`src/rtl/xlat_pkg.sv`:
```
package xlat_pkg;
  localparam int VPN_W = 20;
  localparam int PFN_W = 20;
  localparam int PTE_W = 32;
  localparam int PTE_RW_BIT = 1;
  localparam int PTE_US_BIT = 2;
  localparam int PTE_G_BIT = 8;

  typedef struct packed {
    logic [VPN_W-1:0] tag;
    logic [PFN_W-1:0] frame;
    logic             wr;
    logic             usr;
    logic             glb;
  } entry_t;

  typedef struct packed {
    logic flushNg;
    logic invOne;
    logic fillEn;
    logic advPtr;
  } strobe_t;
endpackage

```
`src/rtl/xlat_ctrl.sv`:
```
module xlat_ctrl #(
  parameter int ENTRIES = 16,
  localparam int IDX_W = $clog2(ENTRIES)
) (
  input  logic                 clk,
  input  logic                 rstN,
  input  logic                 fillVld,
  input  logic                 rootWr,
  input  logic                 invVld,
  input  logic                 fillMatch,
  input  logic [IDX_W-1:0]     matchIdx,
  input  logic [ENTRIES-1:0]   postValid,
  output xlat_pkg::strobe_t    strobes,
  output logic [IDX_W-1:0]     fillIdx
);
  logic [IDX_W-1:0] rrPtr;
  logic [IDX_W-1:0] freeIdx;
  logic             haveFree;

  always_comb begin
    freeIdx = '0;
    haveFree = 1'b0;
    for (int i = ENTRIES-1; i >= 0; i--) begin
      if (!postValid[i]) begin
        freeIdx = IDX_W'(i);
        haveFree = 1'b1;
      end
    end
  end

  always_comb begin
    strobes.flushNg = rootWr;
    strobes.invOne  = invVld;
    strobes.fillEn  = fillVld;
    strobes.advPtr  = fillVld && !fillMatch && !haveFree;
    if (fillMatch)     fillIdx = matchIdx;
    else if (haveFree) fillIdx = freeIdx;
    else               fillIdx = rrPtr;
  end

  always_ff @(posedge clk) begin
    if (!rstN) rrPtr <= '0;
    else if (strobes.advPtr) rrPtr <= (rrPtr == IDX_W'(ENTRIES-1)) ? '0 : rrPtr + 1'b1;
  end

  p_ptr_range_r8: assert property (@(posedge clk) disable iff (!rstN)
    rrPtr <= IDX_W'(ENTRIES-1));
  p_ptr_step_r8: assert property (@(posedge clk) disable iff (!rstN)
    strobes.advPtr |=> (rrPtr == (($past(rrPtr) == IDX_W'(ENTRIES-1)) ? '0 : $past(rrPtr) + 1'b1)));
endmodule

```
`src/rtl/xlat_array.sv`:
```
module xlat_array #(
  parameter int ENTRIES = 16,
  localparam int IDX_W = $clog2(ENTRIES)
) (
  input  logic                          clk,
  input  logic                          rstN,
  input  xlat_pkg::strobe_t             strobes,
  input  logic [IDX_W-1:0]              fillIdx,
  input  logic [xlat_pkg::VPN_W-1:0]    fillVpn,
  input  logic [xlat_pkg::PTE_W-1:0]    fillPte,
  input  logic [xlat_pkg::VPN_W-1:0]    invVpn,
  input  logic [xlat_pkg::VPN_W-1:0]    lkpVpn,
  output logic                          fillMatch,
  output logic [IDX_W-1:0]              matchIdx,
  output logic [ENTRIES-1:0]            postValid,
  output logic                          lkpHit,
  output logic [xlat_pkg::PFN_W-1:0]    lkpFrame,
  output logic                          lkpWrite,
  output logic                          lkpUser
);
  import xlat_pkg::*;
  entry_t             ent [ENTRIES];
  logic [ENTRIES-1:0] valid;
  logic [ENTRIES-1:0] lkpMatch;
  logic [ENTRIES-1:0] fMatch;
  entry_t             newEnt;

  assign newEnt.tag   = fillVpn;
  assign newEnt.frame = fillPte[PTE_W-1:PTE_W-PFN_W];
  assign newEnt.wr    = fillPte[PTE_RW_BIT];
  assign newEnt.usr   = fillPte[PTE_US_BIT];
  assign newEnt.glb   = fillPte[PTE_G_BIT];

  for (genvar g = 0; g < ENTRIES; g++) begin : gSlot
    logic killG, killI;
    assign killG = strobes.flushNg && !ent[g].glb;
    assign killI = strobes.invOne && (ent[g].tag == invVpn);
    assign postValid[g] = valid[g] && !killG && !killI;
    assign fMatch[g]   = postValid[g] && (ent[g].tag == fillVpn);
    assign lkpMatch[g] = valid[g] && (ent[g].tag == lkpVpn);

    always_ff @(posedge clk) begin
      if (!rstN) begin
        valid[g] <= 1'b0;
        ent[g]   <= '0;
      end else if (strobes.fillEn && fillIdx == IDX_W'(g)) begin
        valid[g] <= 1'b1;
        ent[g]   <= newEnt;
      end else begin
        valid[g] <= postValid[g];
      end
    end
  end

  always_comb begin
    fillMatch = |fMatch;
    matchIdx = '0;
    for (int i = 0; i < ENTRIES; i++) if (fMatch[i]) matchIdx = IDX_W'(i);
  end

  always_ff @(posedge clk) begin
    if (!rstN) begin
      lkpHit <= 1'b0; lkpFrame <= '0; lkpWrite <= 1'b0; lkpUser <= 1'b0;
    end else begin
      lkpHit <= |lkpMatch;
      lkpFrame <= '0; lkpWrite <= 1'b0; lkpUser <= 1'b0;
      for (int i = 0; i < ENTRIES; i++) begin
        if (lkpMatch[i]) begin
          lkpFrame <= ent[i].frame; lkpWrite <= ent[i].wr; lkpUser <= ent[i].usr;
        end
      end
    end
  end

  p_no_dup_r7: assert property (@(posedge clk) disable iff (!rstN)
    $countones(lkpMatch) <= 1);
  p_fill_valid_r9: assert property (@(posedge clk) disable iff (!rstN)
    strobes.fillEn |=> valid[$past(fillIdx)]);
  p_miss_zero_r2: assert property (@(posedge clk) disable iff (!rstN)
    !lkpHit |-> (lkpFrame == '0));
endmodule

```
`src/rtl/xlat_cache.sv`:
```
module xlat_cache #(
  parameter int ENTRIES = 16,
  localparam int IDX_W = $clog2(ENTRIES)
) (
  input  logic        clk,
  input  logic        rstN,
  input  logic [19:0] lkpVpn,
  output logic        lkpHit,
  output logic [19:0] lkpFrame,
  output logic        lkpWrite,
  output logic        lkpUser,
  input  logic        fillVld,
  input  logic [19:0] fillVpn,
  input  logic [31:0] fillPte,
  input  logic        rootWr,
  input  logic        invVld,
  input  logic [19:0] invVpn
);
  xlat_pkg::strobe_t  strobes;
  logic [IDX_W-1:0]   fillIdx, matchIdx;
  logic               fillMatch;
  logic [ENTRIES-1:0] postValid;

  xlat_ctrl #(.ENTRIES(ENTRIES)) uCtrl (
    .clk, .rstN, .fillVld, .rootWr, .invVld, .fillMatch, .matchIdx,
    .postValid, .strobes, .fillIdx);

  xlat_array #(.ENTRIES(ENTRIES)) uArr (
    .clk, .rstN, .strobes, .fillIdx, .fillVpn, .fillPte, .invVpn, .lkpVpn,
    .fillMatch, .matchIdx, .postValid, .lkpHit, .lkpFrame, .lkpWrite, .lkpUser);

  p_reset_miss_r1: assert property (@(posedge clk) $past(!rstN) |-> !lkpHit);
endmodule

```
`config.mk`:
```
export PLATFORM = sky130hd
export DESIGN_NAME = xlat_cache
export DESIGN_NICKNAME = d
export VERILOG_FILES = /design/src/rtl/xlat_pkg.sv /design/src/rtl/xlat_ctrl.sv /design/src/rtl/xlat_array.sv /design/src/rtl/xlat_cache.sv
export SDC_FILE = /design/constraint.sdc
export NUM_CORES = 2
export LEC_CHECK = 0
export BUFFER_PORTS_ARGS = -buffer_cell sky130_fd_sc_hd__clkbuf_2
export CORE_ASPECT_RATIO = 0.75
export CORE_MARGIN = 2
export CORE_UTILIZATION = 35
export DETAILED_ROUTE_END_ITERATION = 8
export PLACE_DENSITY = 0.6
export SLEW_MARGIN = 5
export SYNTH_ARGS = -nofsm -noshare
export SYNTH_HDL_FRONTEND = slang
export SYNTH_HIERARCHICAL = 1
export SYNTH_SLANG_ARGS = --single-unit
export TNS_END_PERCENT = 5
```
`constraint.sdc`:
```
create_clock -name clk -period 11.7 [get_ports clk]
set_clock_uncertainty 0.15 [all_clocks]
set_input_delay 2.34 -clock clk [delete_from_list [all_inputs] [get_ports clk]]
set_output_delay 2.34 -clock clk [all_outputs]
set_load 0.01 [all_outputs]
```
==> flow_metrics.py <==
metrics = {
    "clock_network": {
        "htree_levels": 3,
        "path_clk_slew_ns": 0.06,
        "clock_latency_ns": 0.67,
        "cts_root_buf": "clkbuf_16",
        "ctsHoldBuffers": 0,
        "cts_resized": 0,
        "cts_buffers": 85,
        "cts_setup_buffers": 0,
        "clock_sinks": 731,
        "cts_max_path_buffers": 3,
        "cts_tree": "yes",
    },
    "critical_path": {
        "r2r_end": "uArr/ent[1][264]$_SDFFCE_PN0P_",
        "start_kind": "input port",
        "r2r_start": "uArr/ent[0][154]$_SDFFCE_PN0P_",
        "crit_buf_inv": 2,
        "path_delay_family": "compound AO/OA/AOI/OAI gates",
        "critPathMaxStageDelay_ns": 0.94,
        "crit_path_max_fanout": 22,
        "end_kind": "flip-flop",
        "worstRegToRegCells": 13,
        "crit_top_cell": "a22oi_1",
        "r2r_slack_ns": 5.51,
        "critical_path_class": "in -> reg",
        "cp.required_ns": 11.87,
        "cp_cell_sequence": "clkbuf_2 > xnor2_1 > nand4_1 > nor4_1 > a41oi_1 > a22oi_1 > o311ai_0 > a21o_1 > a211o_1 > a22oi_1 > a21bo_2 > nand2b_1 > o21ai_4 > buf_4",
        "arrival_ns": 8.32,
        "crit_slowest_cell": "o21ai_4",
        "cp.depth": 14,
    },
    "floorplanning": {
        "ios": 120,
        "die-area_sq_um": 125000,
        "rows": 110,
        "core-area_sq_um": 120000,
        "fp.dieW_um": 407,
        "die_y_um": 306,
        "start_util": 0.354,
    },
    "drt": {
        "wl_per_cell_um": 28.1,
        "vias_per_cell": 5.59,
        "drc": 0,
        "wirelength_um": 153000,
        "vias": 30422,
        "initialDrtViolationCount": 4604,
        "first_pass_iters": 7,
        "drtAntennaViolNets": 0,
    },
    "power_and_ir_drop": {
        "internal_power_mw": 4.78,
        "ir_drop_uv": 109,
        "p_leak_nw": 16.6,
        "clkPwrFrac": 0.421,
        "swShare": 0.259,
        "combinationalPowerShare": 0.101,
        "switchingPower_mw": 1.67,
        "power_density_nw_per_um2": 136,
        "seq_power_share": 0.478,
    },
    "cells_and_area": {
        "post-route-cell-area_sq_um": 47400,
        "post-route-util": 0.393,
        "layout-drive-gt1-share": 0.107,
        "nNetsFinal": 3840,
        "area_growth_syn_to_layout_pct": 11.0,
    },
    "timing": {
        "hold-worst-slack_ns": 0.401,
        "grt_setup_unrepaired": "no",
        "tns_ns": 0,
        "hold_viol": 0,
        "tightest_slew_ns": 1.23,
        "period_minus_slack_ns": 8.15,
        "max_freq_mhz": 123,
        "max_slew_margin": 0.181,
        "setup_violations": 0,
        "fin_ws_ns": 3.55,
        "drv_slew": 0,
        "period_share": 0.696,
    },
    "synthesis": {
        "avgSynthCellArea_sq_um": 11.3,
        "yosys_warnings": 6,
        "synth_area_sq_um": 42700,
        "syn-num-nets": 3877,
        "synth_cells": 3779,
    },
    "worst_hold_path": {
        "min_to": "uCtrl/rrPtr[3]$_SDFFE_PN0P_",
        "hold_start": "uCtrl/rrPtr[1]$_SDFFE_PN0P_",
        "hp-class": "reg -> reg",
        "hold_path_depth": 2,
    },
    "global_route": {
        "grt_max_degree": 46,
        "antenna_found_initial": 9,
        "grtUsageTotal": 0.238,
        "overflow": 0,
        "grt_pass1_vias": 28971,
        "grt_pass1_wl_um": 216000,
    },
    "placement": {
        "hpwl_um": 89600,
        "gp_congestion": 0.900,
        "port_buffers": 110,
        "dpl-instance-area_sq_um": 44500,
        "place_ws_ns": 2.99,
    },
    "run": {
        "maxCapViolations": 0,
    },
    "run_status": {
        "status": "finished, final reports clean",
    },
}
-- state kept, by name, summed over array words and instances, names as in the netlist --
name	cells
uArr/ent	688
uArr/lkpFrame	20
uArr/lkpHit	1
uArr/lkpUser	1
uArr/lkpWrite	1
uArr/valid	16
uCtrl/rrPtr	4
-- power by group through the flow --
stage,logic [mW],registers [mW],clock network [mW]
floorplan,0.425,3.11,0
global placement,0.627,3.13,0
detailed placement,0.633,3.13,0
CTS,0.636,3.08,2.75
global route,0.680,3.09,2.85
finish,0.653,3.08,2.72
-- cell usage in the layout (no fill, tap or decap), drive strengths merged, types with 43 or more instances in the layout --
cell type	count
and2	695
xor2	313
inv	76
edfxtp	688
nand4	160
nor2	110
buf	90
nand3	67
xnor2	647
nand2	46
clkbuf	224
o21ai	66
nor4	109
dfxtp	43
a21oi	86
-- worst register-to-register path: cells and delay by family, from the launching register on --
family	cells	cell delay, ns
DFF	1	0.49
buffers and inverters	1	0.49
AOI/OAI and AO/OA	7	2.56
xor gates and xnor gates	1	0.21
and+or+nand+nor	4	1.93
-- area by class of cell --
class / count / area, sq um
diodes: 6 / 15.0
clock buffers: 115 / 2310
clock inverters: 41 / 518
fillers: 11430 / 73100
inverters: 74 / 278
multi-input cells: 2651 / 19500
flip-flops and latches: 731 / 21500
well taps: 1624 / 2030
repair buffers: 199 / 1220
-- per-layer routing --
metal / vias up / GRT usage / share of wire / routed length [um]
li1: 13138 / - / - / -
met1: 15123 / 0.344 / 0.43 / 65600
met2: 1837 / 0.350 / 0.42 / 64400
met3: 322 / 0.0526 / 0.11 / 17300
met4: 2 / 0.0804 / 0.035 / 5330
met5: - / 0 / 0.000052 / 8
-- metrics by stage --
| step | power, mW | instances |
|---|---|---|
| floorplan | 3.54 | 3779 |
| global placement | 3.76 | 5279 |
| detailed placement | 3.76 | 5279 |
| CTS | 6.46 | 5435 |
| global route | 6.62 | 5436 |
| finish | 6.45 | 5441 |
-- worst max-delay path by stage --
stage | from | to | slack (ns)
finish | invVpn[4] | uArr/ent[1][221]$_SDFFCE_PN0P_ | 3.55
global route | invVpn[18] | uArr/ent[1][216]$_SDFFCE_PN0P_ | 3.36
CTS | invVpn[1] | uArr/ent[1][218]$_SDFFCE_PN0P_ | 3.68
detailed placement | invVpn[0] | uArr/ent[1][221]$_SDFFCE_PN0P_ | 2.99
global placement | invVpn[7] | uArr/ent[1][220]$_SDFFCE_PN0P_ | 3.07
floorplan | invVpn[1] | uArr/ent[1][0]$_SDFFCE_PN0P_ | 2.64
(Power assumes the default switching activity.)
